<file path="src/rtl/conrx_pkg.sv">
package conrx_pkg;

    localparam int REG_W  = 16;
    localparam int CHAR_W = 8;

    // status register bit positions
    localparam int WAIT_BIT = 7;
    localparam int IEN_BIT  = 6;

    // register addresses
    localparam logic ADDR_CSR = 1'b0;
    localparam logic ADDR_BUF = 1'b1;

    typedef struct packed {
        logic done;
        logic ie;
        logic irq;
        logic halt;
    } ctl_state_t;

endpackage

</file>
<file path="src/rtl/conrx_capture.sv">
module conrx_capture
    import conrx_pkg::*;
#(
    parameter int RW = REG_W,
    parameter int CW = CHAR_W
) (
    input  logic          clk,
    input  logic          rst_n,
    input  logic          char_stb,
    input  logic [CW-1:0] char_code,
    input  logic          brk_stb,
    input  logic          seven_bit_mode,
    input  logic          done_q,
    input  logic          buf_rd,
    output logic [RW-1:0] buf_q
);

    localparam int ERR_POS = RW - 1;
    localparam int OVR_POS = RW - 2;
    localparam int FRM_POS = RW - 3;
    localparam int BRK_POS = RW - 6;
    localparam logic [CW-1:0] MASK7 = {1'b0, {(CW-1){1'b1}}};
    localparam logic [CW-1:0] MASK8 = {CW{1'b1}};

    logic [RW-1:0] buf_d;
    logic [CW-1:0] code_m;

    always_comb begin
        code_m = char_code & (seven_bit_mode ? MASK7 : MASK8);
        buf_d  = buf_q;
        if (buf_rd) begin
            buf_d[RW-1:CW] = '0;
        end
        if (brk_stb) begin
            buf_d          = '0;
            buf_d[ERR_POS] = 1'b1;
            buf_d[FRM_POS] = 1'b1;
            buf_d[BRK_POS] = 1'b1;
        end else if (char_stb) begin
            buf_d          = '0;
            buf_d[CW-1:0]  = code_m;
            if (done_q && !buf_rd) begin
                buf_d[ERR_POS] = 1'b1;
                buf_d[OVR_POS] = 1'b1;
            end
        end
    end

    always_ff @(posedge clk or negedge rst_n) begin
        if (!rst_n) buf_q <= '0;
        else        buf_q <= buf_d;
    end

    // break always leaves the fixed error pattern
    a_r6_break_pattern: assert property (@(posedge clk) disable iff (!rst_n)
        brk_stb |=> (buf_q[ERR_POS] && buf_q[FRM_POS] && buf_q[BRK_POS]
                     && buf_q[CW-1:0] == '0));

    // arrival onto an unread character flags overrun
    a_r5_overrun: assert property (@(posedge clk) disable iff (!rst_n)
        (char_stb && !brk_stb && done_q && !buf_rd) |=> (buf_q[ERR_POS] && buf_q[OVR_POS]));

    // read with no arrival keeps the character and drops the flags
    a_r4_keep_char: assert property (@(posedge clk) disable iff (!rst_n)
        (buf_rd && !char_stb && !brk_stb) |=> (buf_q[RW-1:CW] == '0
                                               && buf_q[CW-1:0] == $past(buf_q[CW-1:0])));

endmodule

</file>
<file path="src/rtl/conrx_ctl.sv">
module conrx_ctl
    import conrx_pkg::*;
(
    input  logic clk,
    input  logic rst_n,
    input  logic arrive,
    input  logic brk_stb,
    input  logic halt_en,
    input  logic buf_rd,
    input  logic csr_wr,
    input  logic wr_ie,
    output logic done_q,
    output logic ie_q,
    output logic irq_q,
    output logic halt_q
);

    ctl_state_t st_d, st_q;

    always_comb begin
        st_d      = st_q;
        st_d.halt = brk_stb && halt_en;
        if (csr_wr) begin
            st_d.ie = wr_ie;
            if (!wr_ie)         st_d.irq = 1'b0;
            else if (st_q.done) st_d.irq = 1'b1;
        end
        if (buf_rd) begin
            st_d.done = 1'b0;
            st_d.irq  = 1'b0;
        end
        if (arrive) begin
            st_d.done = 1'b1;
            if (st_d.ie) st_d.irq = 1'b1;
        end
    end

    always_ff @(posedge clk or negedge rst_n) begin
        if (!rst_n) st_q <= '0;
        else        st_q <= st_d;
    end

    assign done_q = st_q.done;
    assign ie_q   = st_q.ie;
    assign irq_q  = st_q.irq;
    assign halt_q = st_q.halt;

    // request is asserted exactly when a character waits with enable set
    a_r8_irq_level: assert property (@(posedge clk) disable iff (!rst_n)
        irq_q == (done_q && ie_q));

    // buffer read with no arrival clears the waiting flag
    a_r4_read_clears_done: assert property (@(posedge clk) disable iff (!rst_n)
        (buf_rd && !arrive) |=> !done_q);

    // halt pulse follows an enabled break and nothing else
    a_r7_halt_pulse: assert property (@(posedge clk) disable iff (!rst_n)
        (brk_stb && halt_en) |=> halt_q);
    a_r7_no_halt: assert property (@(posedge clk) disable iff (!rst_n)
        !(brk_stb && halt_en) |=> !halt_q);

    // arrival wins over a same-cycle read
    a_r10_arrive_wins: assert property (@(posedge clk) disable iff (!rst_n)
        arrive |=> done_q);

endmodule

</file>
<file path="src/rtl/conrx_regif.sv">
module conrx_regif
    import conrx_pkg::*;
#(
    parameter int RW = REG_W,
    parameter int CW = CHAR_W
) (
    input  logic          clk,
    input  logic          rst_n,
    input  logic          char_stb,
    input  logic [CW-1:0] char_code,
    input  logic          brk_stb,
    input  logic          seven_bit_mode,
    input  logic          halt_en,
    input  logic          reg_addr,
    input  logic          rd_en,
    input  logic          wr_en,
    input  logic [RW-1:0] wr_data,
    output logic [RW-1:0] rd_data,
    output logic          irq,
    output logic          halt_req
);

    logic          buf_rd, csr_wr, arrive;
    logic          done_q, ie_q;
    logic [RW-1:0] buf_q;
    logic [RW-1:0] csr_view;

    assign buf_rd = rd_en && (reg_addr == ADDR_BUF);
    assign csr_wr = wr_en && (reg_addr == ADDR_CSR);
    assign arrive = char_stb || brk_stb;

    conrx_capture #(.RW(RW), .CW(CW)) u_capture (
        .clk            (clk),
        .rst_n          (rst_n),
        .char_stb       (char_stb),
        .char_code      (char_code),
        .brk_stb        (brk_stb),
        .seven_bit_mode (seven_bit_mode),
        .done_q         (done_q),
        .buf_rd         (buf_rd),
        .buf_q          (buf_q)
    );

    conrx_ctl u_ctl (
        .clk     (clk),
        .rst_n   (rst_n),
        .arrive  (arrive),
        .brk_stb (brk_stb),
        .halt_en (halt_en),
        .buf_rd  (buf_rd),
        .csr_wr  (csr_wr),
        .wr_ie   (wr_data[IEN_BIT]),
        .done_q  (done_q),
        .ie_q    (ie_q),
        .irq_q   (irq),
        .halt_q  (halt_req)
    );

    always_comb begin
        csr_view           = '0;
        csr_view[WAIT_BIT] = done_q;
        csr_view[IEN_BIT]  = ie_q;
        rd_data            = '0;
        if (rd_en) rd_data = (reg_addr == ADDR_BUF) ? buf_q : csr_view;
    end

    // status reads expose only the two implemented bits
    a_r1_csr_bits: assert property (@(posedge clk) disable iff (!rst_n)
        (rd_en && reg_addr == ADDR_CSR) |->
            ((rd_data & ~((RW'(1) << WAIT_BIT) | (RW'(1) << IEN_BIT))) == '0));

    // status write only moves the enable
    a_r1_write_ie: assert property (@(posedge clk) disable iff (!rst_n)
        (csr_wr && !arrive && !buf_rd) |=> (done_q == $past(done_q)));

endmodule

</file>
<file path="config.mk">
export PLATFORM = sky130hd
export DESIGN_NAME = conrx_regif
export DESIGN_NICKNAME = d
export VERILOG_FILES = /design/src/rtl/conrx_pkg.sv /design/src/rtl/conrx_capture.sv /design/src/rtl/conrx_ctl.sv /design/src/rtl/conrx_regif.sv
export SDC_FILE = /design/constraint.sdc
export NUM_CORES = 1
export LEC_CHECK = 0
export BUFFER_PORTS_ARGS = -buffer_cell sky130_fd_sc_hd__buf_2
export CELL_PAD_IN_SITES_DETAIL_PLACEMENT = 0
export CELL_PAD_IN_SITES_GLOBAL_PLACEMENT = 2
export CORE_ASPECT_RATIO = 0.5
export CORE_MARGIN = 2
export CORE_UTILIZATION = 23
export DETAILED_ROUTE_END_ITERATION = 7
export PLACE_DENSITY_LB_ADDON = 0.1
export SLEW_MARGIN = 40
export SYNTH_ARGS = -nofsm -noshare
export SYNTH_HDL_FRONTEND = slang
export SYNTH_SLANG_ARGS = --single-unit
</file>
<file path="constraint.sdc">
create_clock -name clk -period 1.18 [get_ports clk]
set_clock_uncertainty 0.1 [all_clocks]
set_input_delay 0.236 -clock clk [delete_from_list [all_inputs] [get_ports clk]]
set_output_delay 0.236 -clock clk [all_outputs]
set_load 0.005 [all_outputs]
</file>
==> summary.md, run 1 <==
The flow ran to the end, but the final reports show violations. The checks that failed: negative setup slack. The number of endpoints failing setup at the final stage came out at 13.

TritonCTS built the clock tree. For hold timing, the worst endpoint is u_ctl.halt_q. Count of distinct cell types in the synthesized netlist: 27. Worst setup path category: reg -> out. Of all nets on the critical path, the largest fanout is 2. The total wirelength of the detailed-routed design was 1920 um.

The core region is 3380 sq um. Summing all placed instances gives a cell area of 973 sq um. The static leakage power was 0.605 nW. The tree built by TritonCTS fans out to 15 sinks. The number of top-level pins is 51, and the synthesis-to-layout area growth is 36.4%. The part of the Yosys area used for sequential elements was 47.2%. The areal power density over the cells was 1120 nW/um^2. Routed length on met1: 927 um. For the sum of met3 wire segment lengths after detailed routing, the log shows 112 um.

Setup repair after global routing could not meet its margin everywhere. The wire-length estimate of the detail-placed layout is 1420 um. For the starting utilization of the core area, the log shows 23.5%.

The run gives 661 as the via total after detailed routing. The floorplan step set the die height to 45.6 um. The post-route netlist has 45.1% of its cells at a drive strength greater than 1.

The repair_antennas step left the layout with diodes totalling 0. The logs give 73 for the cell count after synthesis and 17 for the number of DRC markers after the initial detailed-route iteration. The met2 wire length came out at 862 um. In the synthesized netlist the dominant register cell turns out to be dfrtp_1. The floorplan has 15 rows.

After detailed routing, the number of vias per cell comes to 4.26. Counting the buffers created by CTS gives 3. The path class of the tightest hold or removal check is in -> reg.

Final worst setup slack: -0.114 ns. In this run, synthesis inferred 0 flip-flops with an integrated enable. For the worst supply voltage drop on vdd, the log shows 407 uV.

The element type at the critical path end was a primary output. A synthesized cell averages 10.9 sq um. Detailed-route wire length per cell: 12.4 um. The die covers 3970 sq um.

The beginning of the worst register-to-register path is u_ctl.done_q. For this run, the detailed router's first-pass iteration total came to 4. Entering global routing, the biggest net connects 17 pins. The die is 87.1 um wide. Derived from the worst setup path, the maximum achievable clock frequency is 0.773 GHz. Final-report hold violation count: 0. The arrival time at the worst endpoint was 0.96 ns. The number of buffer cells added on primary ports works out to 31. The global-route wire length before repair is 3110 um.

CTS placed an instance of clkbuf_8 at the clock tree root. The final-report max-slew violation count was 0. Global routing used 10.8% of the available tracks across all layers.

The number of antenna violations at the first check in global routing is 0. The kind of start point of the critical path was a flop. The tool flagged a number of max-cap violations equal to 0. The DRC violation count after routing came out at 0. The mapped netlist covers 795 sq um. After the last flow step, the layout net total stands at 147. The logs give 0.660 for the routability-driven placement congestion ratio and 0.25 ns for the clock latency reported for the late side of the worst-skew pair. The layout has 365 filler cells. The tools report the cell area after layout as 1080 sq um.

Of all flip-flops after synthesis, the portion carrying an async set or reset was 100%. The required time of the critical path was 0.84 ns. Highest metal layer with signal wires: met4.

For this run, the number of Yosys warnings is 0. The shortest clock period the worst path allows after layout came out at 1.29 ns. The hold path depth is 2.

The tools report the depth of the CTS H-tree as 1. For the number of global-route vias before repair, the log shows 653. The maximum root-to-sink buffer count was 2; the period utilization was 110%.

The hold path startpoint is halt_en. OpenSTA, run right after detailed placement, puts the worst setup slack at -0.0849 ns. The post-synthesis sequential element count is 15. Summed over all layers, the global routing overflow is 0.

In this run the critical register-to-register path is captured at u_capture.buf_q[15]. The overall power is 1.21 mW, and the clock-pin slew on the worst setup and hold paths is 0.06 ns. The count of nets left with antenna violations once routing finished came out at 0.

The worst register-to-register path has a depth of 3. The run gives -0.02 ns as the reg-to-reg setup timing slack.
## cell usage after synthesis, drive strengths merged, types with 2 or more instances
master  instances  share of area (%)
a21o            2                1.9
a21oi           2                1.3
and3            9                7.1
buf             8                7.7
clkbuf          2                1.1
dfrtp          15                 47
mux2            2                3.3
mux2i          10                 13
nand2           2               0.95
nor2            7                3.3
nor2b           3                3.3
## area by class of cell
type                    count  area [sq um]  area share, %
well taps                  42          52.6           4.85
clock buffers               4          45.0           4.16
multi-input cells          50           357           32.9
repair buffers             43           250           23.1
inverters                   1          3.75          0.346
flip-flops and latches     15           375           34.6
## cells in the final DEF, fill, tap and decap left out, types with 2 or more instances in the layout
| cell type | count |
|---|---|
| buf_2 | 30 |
| dfrtp_1 | 15 |
| buf_4 | 11 |
| mux2i_1 | 10 |
| and3_1 | 9 |
| nor2_1 | 7 |
| conb_1 | 4 |
| clkbuf_8 | 3 |
| nor2b_1 | 2 |
| nand2_1 | 2 |
| a21oi_1 | 2 |
| a21o_1 | 2 |
## state kept, by name, indices dropped and copies added (netlist names)
signal	cells
u_ctl.halt_q	1
u_capture.buf_q	11
u_ctl.done_q	1
u_ctl.irq_q	1
u_ctl.ie_q	1
## metrics by stage
step,util [%],hold slack (ns),TNS (ns),std cells
3_3_place_gp,28.8,0.0648,-0.272,143
5_1_grt,32.1,0.103,-1.49,155
3_5_place_dp,28.8,0.0765,-0.317,143
2_1_floorplan,-,-0.160,0,76
4_1_cts,31.8,0.0954,-1.01,154
6_report,32.1,0.103,-0.868,155
## critical path, stage by stage, from the launching register on
cell and delay, ns:
dfrtp_1 0.40, mux2i_1 0.13, nor2b_1 0.06, buf_2 0.12
## routing by layer
layer	GRT usage (%)	vias up
li1	-	319
met1	14.1	321
met2	16.9	19
met3	4.53	2
met4	2.77	0
met5	0	-
## logic make-up after synthesis
| kind of cell | share of synthesized area [%] |
|---|---|
| flops | 47.2 |
| compound gates | 8.03 |
| buf+inv | 9.29 |
| other cells | 0.472 |
| simple gates | 19.1 |
| mux | 15.9 |
## how the worst max path moves through the flow
stage | startpoint | endpoint
floorplan | reg_addr | rd_data[13]
global placement | reg_addr | rd_data[6]
detailed placement | reg_addr | rd_data[6]
CTS | u_ctl.done_q | rd_data[7]
global route | u_capture.buf_q[6] | rd_data[6]
finish | u_ctl.done_q | rd_data[7]
## what timing repair did
item	CTS	global route
setup endpoints to repair	13	14
hold buffers	1	0
pin swaps	0	0
setup buffers	6	1
resized for setup	1	1
hold endpoints to repair	15	0
## report_power, final
part | internal [mW] | total, mW | switching (mW)
Combinational | 0.122 | 0.225 | 0.103
Clock | 0.239 | 0.416 | 0.177
Sequential | 0.551 | 0.570 | 0.0194
Total | 0.912 | 1.21 | 0.300
Power figures use the tool's default switching activity.
==> inputs of run 2 (changes only) <==
--- a/config.mk
+++ b/config.mk
@@ -11,9 +11,11 @@
 export CORE_ASPECT_RATIO = 0.5
 export CORE_MARGIN = 2
 export CORE_UTILIZATION = 23
+export CTS_CLUSTER_DIAMETER = 80
 export DETAILED_ROUTE_END_ITERATION = 7
 export PLACE_DENSITY_LB_ADDON = 0.1
 export SLEW_MARGIN = 40
 export SYNTH_ARGS = -nofsm -noshare
 export SYNTH_HDL_FRONTEND = slang
+export SYNTH_HIERARCHICAL = 1
 export SYNTH_SLANG_ARGS = --single-unit
==> run 2 against run 1 <==
Against the previous run: the flow still finishes with violations (negative setup slack); critical endpoint unchanged; cell count grew 11%; area after synthesis grew 3.8%; wire length grew 3.0%; maximum frequency grew 1.1%; worst hold slack worse by 0.0098 ns; count of clock-buffer cells in the layout unchanged.
==> summary.md, run 2 <==
The run finished, with violations left. The final reports fail on negative setup slack. The count of distinct cell types in the synthesized netlist is 24.

The register with the most flip-flops in the layout has 11 of them. The worst setup path category was reg -> out. The clock drives 15 sinks. The most frequent standard cell in the layout excluding fill and tap cells is buf_2. The floorplan step defined a die boundary enclosing 4110 sq um. Broken down by cell family, the worst path's largest delay share belongs to flip-flops. In the finished design, the share of the clock period the worst path needs comes to 108%.

The number of cell instances on the worst register-to-register path was 3; the static leakage power was 0.626 nW. The final-report hold violation count is 0, and the number of violations of the max-capacitance limit is 0. The compound-gate portion of the synthesized area came out at 5.31%.

After synthesis, the cell types taking the most area are dfrtp_1, mux2i_1, and3_2, buf_6, and3_1. Y dimension of the die: 46.3 um. Beginning of the worst register-to-register path: u_ctl/done_q. The kind of start point of the critical path was a flop.

The share of Yosys cell area claimed by the top area cell type is 45.5%. The number of antenna diodes in the final layout is 0. After Yosys synthesis, and, or, nand and nor cells account for 23.5% of the synthesized area. The detailed-route wire length per cell was 11.5 um; the starting utilization of the core area was 24.0%. Routability-driven placement finished with a final weighted congestion of 0.716. Overall power consumption after layout is estimated at 1.22 mW.

The buffers plus inverters on the worst setup path was 1. The hold path depth was 2; the synthesized cell area was 825 sq um. For the final routed database, the setup TNS stands at -0.699 ns. In the routed design, unresolved DRC markers number 0. The post-synthesis sequential element count came out at 15.

The first detailed-routing pass ran for 4 iterations. The first global-routing pass estimated 3230 um of wire. The cell count after synthesis came out at 80. The tools report the remaining global-route overflow as 0.

The worst hold path begins at halt_en. After clock tree synthesis, the clock-pin slew on the worst setup and hold paths is 0.06 ns. The met2 demand-to-capacity share in global routing is 17.6%, and the number of buffer cells added on primary ports is 31. The maximum root-to-sink buffer count is 2, and the placed wire-length estimate is 1480 um. The area share of xor/xnor cells in the synthesized design was 0%.

For this design the top-level I/O count stands at 51. The number of DRC markers after the initial detailed-route iteration came out at 8. In the layout the commonest cells are buf_2, dfrtp_1, buf_4.

The adder-cell share of the synthesized area is 0%, and the final worst setup slack is -0.0996 ns. The routed via count divided by cell count is 3.92, and the multiplexer share of the synthesized area is 13.4%. Destination of the worst register-to-register timing path: u_ctl/irq_q. For this design, the slowest cell found on the critical path is dfrtp_1.

The number of antenna violations at the first check in global routing is 0. The count of nets left with antenna violations once routing finished came out at 0. The stage delay of the slowest cell on the critical path is 0.38 ns, and the count of standard-cell rows is 15.

The worst register-to-register path has a setup slack of 0.16 ns. The required time of the critical path is 0.84 ns, and the horizontal die dimension is 88.7 um. Entering global routing, the biggest net connects 16 pins.

The final-report max-slew violation count was 0; the total routing resource utilization after global routing was 10.7%. The number of endpoints failing setup at the final stage came out at 12. Setup repair after global routing could not meet its margin everywhere.

The layout has 371 filler cells. The logs give 6 for the count of yosys warnings during synthesis and 0.25 ns for the clock latency reported for the late side of the worst-skew pair. Cells with a size suffix above 1 make up 45.5% of the layout. In this run the worst path has a maximum fanout of 2. Class of the most critical hold timing path: in -> reg. The total area inside the core boundary comes to 3430 sq um. STA classifies the critical path endpoint as a primary output. Averaged over all synthesized cells, the footprint is 10.3 sq um. In the global route stage, met1 resource usage came out at 13.2%. The number of enable-type register cells in the synthesized netlist is 0. The dominant combinational cell family by area after synthesis is simple AND/OR/NAND/NOR gates. Subtracting the final worst setup slack from the clock period gives 1.28 ns. The depth of the CTS H-tree is 1, and the total wirelength of the detailed-routed design is 1980 um.

The dominant register cell in the synthesized netlist was dfrtp_1. Summed over all instances, the cell type with the most area after synthesis is dfrtp_1. The signal on the critical path passes through mux2i_1 -> nor2b_1 -> buf_2. For the worst setup path, the data arrival time is 0.94 ns. Compared with the post-synthesis result, the final layout area differs by 42.6%.

The worst supply voltage drop on vdd is 386 uV. In the synthesized netlist, the cells that appear most often are dfrtp_1, mux2i_1, nor2_1. TritonCTS built the clock tree.

dfrtp_1 is the most common cell in the netlist. More flip-flops sit in one register than any other, and that register is u_capture/buf_q. The tools report the number of global-route vias before repair as 673. The root buffer cell chosen for the clock tree is clkbuf_8. The run gives -0.0376 ns as the placement-stage worst setup slack. At the end of the flow, the number of nets in the layout was 155.

For met3 alone, demand over resource in global routing was 5.73%. met2 is the most crowded layer. Via total after detailed routing: 674.

The path with the worst hold slack has its endpoint at u_ctl/halt_q. The areal power density over the cells works out to 1040 nW/um^2. TritonCTS created 3 clock buffers. Timing would allow up to 0.781 GHz. Of the synthesized area, sequential elements account for 45.5%. For this run, asynchronously set or reset flops after synthesis account for 100%.
## run 2: layer usage
metal  vias up  wire [um]
met4         0          0
met5         -          0
met2        17        895
met3         0        159
met1       314        922
li1        343          -
## run 2: power breakdown
part	switching (mW)	internal [mW]	total [mW]
registers	0.0162	0.549	0.566
logic	0.104	0.129	0.233
clock network	0.184	0.239	0.424
## run 2: cell type report
type / count / area, sq um / share of cell area, %
tap: 51 / 63.8 / 5.43
inverter: 3 / 11.3 / 0.957
sequential: 15 / 375 / 31.9
clock buffer: 4 / 45.0 / 3.83
multi-input combinational: 55 / 385 / 32.8
timing repair buffer: 44 / 295 / 25.1
## run 2: worst max-delay path by stage
stage / slack, ns / from / end / cells after the start
after global routing: -0.19 / u_capture/buf_q[7] / rd_data[7] / 3
final: -0.1 / u_capture/buf_q[7] / rd_data[7] / 3
after detailed placement: -0.04 / reg_addr / rd_data[2] / 4
after global placement: -0.02 / reg_addr / rd_data[1] / 4
after floorplan: 0.06 / reg_addr / u_ctl/irq_q / 6
after CTS: -0.12 / u_capture/buf_q[7] / rd_data[7] / 3
## run 2: cell families after synthesis
family / after synthesis
simple gates: 33
flops: 15
buf+inv: 13
mux: 11
compound gates: 7
other cells: 1
## run 2: worst reg2reg max path, delay by kind of cell, from the launching register on
family / cells / cell delay [ns]
AOI/OAI and AO/OA: 2 / 0.29
buffers and inverters: 1 / 0.14
DFF: 1 / 0.37
## run 2: repair_timing
action	in CTS	in global routing
pin swaps	8	2
hold buffers	1	0
setup buffers	4	0
gates cloned	0	0
endpoints found under the setup margin	12	12
endpoints found under the hold margin	15	0
gates resized for setup	10	3
## run 2: per-stage QoR
stage	instances	hold WS [ns]	utilization, %	cell area, sq um
3_5_place_dp	163	0.0723	29.9	1030
5_1_grt	172	0.106	34.2	1180
4_1_cts	172	0.0882	33.9	1160
6_report	172	0.0930	34.2	1180
2_1_floorplan	83	-0.160	-	836
3_3_place_gp	163	0.0656	29.9	1030
==> inputs of run 3 (changes only) <==
--- a/config.mk
+++ b/config.mk
@@ -10,7 +10,8 @@
 export CELL_PAD_IN_SITES_GLOBAL_PLACEMENT = 2
 export CORE_ASPECT_RATIO = 0.5
 export CORE_MARGIN = 2
-export CORE_UTILIZATION = 23
+export CORE_UTILIZATION = 24
+export CTS_BUF_LIST = sky130_fd_sc_hd__clkbuf_2 sky130_fd_sc_hd__clkbuf_4 sky130_fd_sc_hd__clkbuf_8
 export CTS_CLUSTER_DIAMETER = 80
 export DETAILED_ROUTE_END_ITERATION = 7
 export PLACE_DENSITY_LB_ADDON = 0.1
==> run 3 against run 2 <==
Against the previous run: the run still ends with negative setup slack left; sequential cell count is the same; sequential power is essentially flat; via count grew 5.3%; core utilization grew 4.1 points; clock power grew 2%; total power grew 2.1%; worst hold slack gained 0.00050 ns; combinational power grew 7%; global-route usage grew 0.41 points; count of clock-buffer cells in the layout is the same; largest cell class unchanged; largest power group unchanged.
==> summary.md, run 3 (same netlist as run 2, synthesis figures left out) <==
The run finished, with violations left. The final reports fail on negative setup slack. The layout filler cell count was 333; the number of endpoints failing setup at the final stage was 12.

The cell at the slowest stage of the critical path was dfrtp_1. The design draws 1.25 mW. The y dimension of the die was 45.4 um; the number of violations of the max-capacitance limit was 0. For this run, the slowest stage of the critical path takes 0.38 ns. The synthesis-to-layout area growth came out at 46.0%. In the layout the commonest cells are buf_2, buf_4, dfrtp_1.

In the global route stage, overall resource usage came out at 11.2%. The tools report the final worst setup slack as -0.0953 ns. The logs give 45.4% for the sequential share of power and 1 for the depth of the CTS H-tree. The number of clock buffers added by TritonCTS is 3. The routability-driven placement congestion ratio was 0.660.

The first routing iteration left 5 violations. Areal power density over the cells: 1040 nW/um^2. The pre-antenna-repair detailed-routing pass consisted of 3 iterations. The final layout contains routed wiring with a total length of 2040 um. The kind of start point of the critical path was a flop. The count of standard-cell rows came out at 14.

The first global-routing pass estimated 3260 um of wire. Proportion of power drawn by the clock network: 34.7%. The element type at the critical path end is a primary output.

The switching portion of total power is 23.6%. The tools report the number of antenna violations at the first check in global routing as 0. Setup repair after global routing could not meet its margin everywhere. Class of the most critical hold timing path: in -> reg.

The logs give 15 for the number of clock sinks and 160 for the final net count. The area of the core region is 3140 sq um, and the clock-pin slew on the worst setup and hold paths is 0.06 ns. Once detail routing completed, the nets flagged for antenna violations numbered 0. Clock latency on the worst-skew pair, taken at its later pin, is 0.24 ns. Required time of the critical path: 0.84 ns.

The number of top-level pins came out at 51. Detailed routing inserted a total of 710 vias. The tools report the final-report hold violation count as 0. In the final layout, the multi-input gates occupy 385 sq um. The die covers 3950 sq um.

In the final layout, the share of cells above drive strength 1 is 48.4%. The tools report the worst supply voltage drop on vdd as 748 uV. The flip-flop count of the largest register, all copies and words added works out to 11. After routing the design area is 1200 sq um.

The number of buffer cells added on primary ports was 31. The signal on the critical path passes through mux2i_1 -> nor2b_1 -> buf_2. The clock passes through at most 2 buffers. By startpoint and endpoint, the worst setup path is classified as reg -> out. For this design the total switching power over the nets is 0.295 mW. The initial utilization of the core area, before any placement, comes to 26.3%. The number of antenna diodes in the final layout is 0. In the routed design, unresolved DRC markers number 0. The static leakage power was 0.655 nW; the pin count of the biggest net entering global routing was 16. The buffers plus inverters on the worst setup path was 1; the total placed instance area was 1010 sq um.

After legalization and detailed placement, the total HPWL measured 1490 um. In this run the worst path has a maximum fanout of 2. Combinational cells account for 20.0% of the total power. Number of global-route vias before repair: 720. The logs give 0 for the final-report max-slew violation count and 0 for the remaining global-route overflow. The arrival time at the worst endpoint is 0.94 ns, and the period utilization is 108%.

For this run, the top clock speed supported by timing is 0.784 GHz. Horizontal die dimension: 86.9 um. TritonCTS built the clock tree. Subtracting the final worst setup slack from the clock period gives 1.28 ns. On the final layout, the worst hold slack is 0.0935 ns. The detailed-route wire length per cell was 12.3 um.

The library cell used most frequently in the layout, excluding fill and tap cells, is buf_2. Adding up every negative setup slack in the final design gives -0.578 ns. Register with the most flip-flops: u_capture/buf_q. Internal power comes to 0.954 mW. Using the TritonRoute via totals, the vias-per-cell ratio works out to 4.28. In the final layout, flip-flops and latches occupy 375 sq um. Clock tree synthesis selected as its root buffer the cell clkbuf_8. The cell family contributing the most delay on the critical path is flip-flops.
## run 3: changes by cell type in the layout (fill, tap and decap cells not counted), sizes merged
cell    before  now
buf         42   48
clkbuf       5    4
## run 3: per-layer routing
layer / wire length (um) / vias up / share of wire (%) / track usage, %
li1: - / 351 / - / -
met1: 973 / 337 / 48 / 14.3
met2: 928 / 20 / 46 / 18.5
met3: 128 / 2 / 6.3 / 4.89
met4: 6 / 0 / 0.29 / 0.938
met5: 0 / - / 0 / 0
## run 3: through the flow
| stage | utilization (%) | instances | setup slack [ns] |
|---|---|---|---|
| after detailed placement | 32.4 | 152 | -0.0376 |
| after floorplan | - | 83 | 0.0597 |
| final | 38.4 | 166 | -0.0953 |
| after global placement | 32.4 | 152 | -0.0170 |
| after CTS | 37.4 | 162 | -0.104 |
| after global routing | 38.4 | 166 | -0.167 |
## run 3: worst paths after layout
| check | start | to | slack, ns | cells after the start |
|---|---|---|---|---|
| max in group asynchronous | rst_n | u_capture/buf_q[3] | 0.39 | 2 |
| worst min-delay path | halt_en | u_ctl/halt_q | 0.09 | 2 |
| worst max-delay path | u_capture/buf_q[6] | rd_data[6] | -0.1 | 3 |
| worst max register to register | u_ctl/done_q | u_ctl/irq_q | 0.16 | 3 |
| worst min register to register | u_capture/buf_q[0] | u_capture/buf_q[0] | 0.43 | 2 |
| min in group asynchronous | rst_n | u_capture/buf_q[15] | 0.33 | 2 |
## run 3: timing repair
item | in CTS | in global routing
pin swaps | 8 | 0
setup buffers | 5 | 4
hold buffers | 1 | 0
hold endpoints to repair | 15 | 0
setup endpoints to repair | 12 | 12
resized for setup | 13 | 0
## run 3: cell type report
class	instances	share of cell area (%)
inverter	3	0.936
clock buffer	4	4.05
multi-input combinational	55	32.0
tap	40	4.16
sequential	15	31.2
timing repair buffer	49	27.7
## run 3: power groups by stage
stage / logic, mW / registers (mW) / clock network, mW
floorplan: 0.123 / 0.574 / 0
global placement: 0.196 / 0.577 / 0
detailed placement: 0.202 / 0.578 / 0
CTS: 0.241 / 0.567 / 0.451
global route: 0.280 / 0.570 / 0.478
finish: 0.249 / 0.567 / 0.433
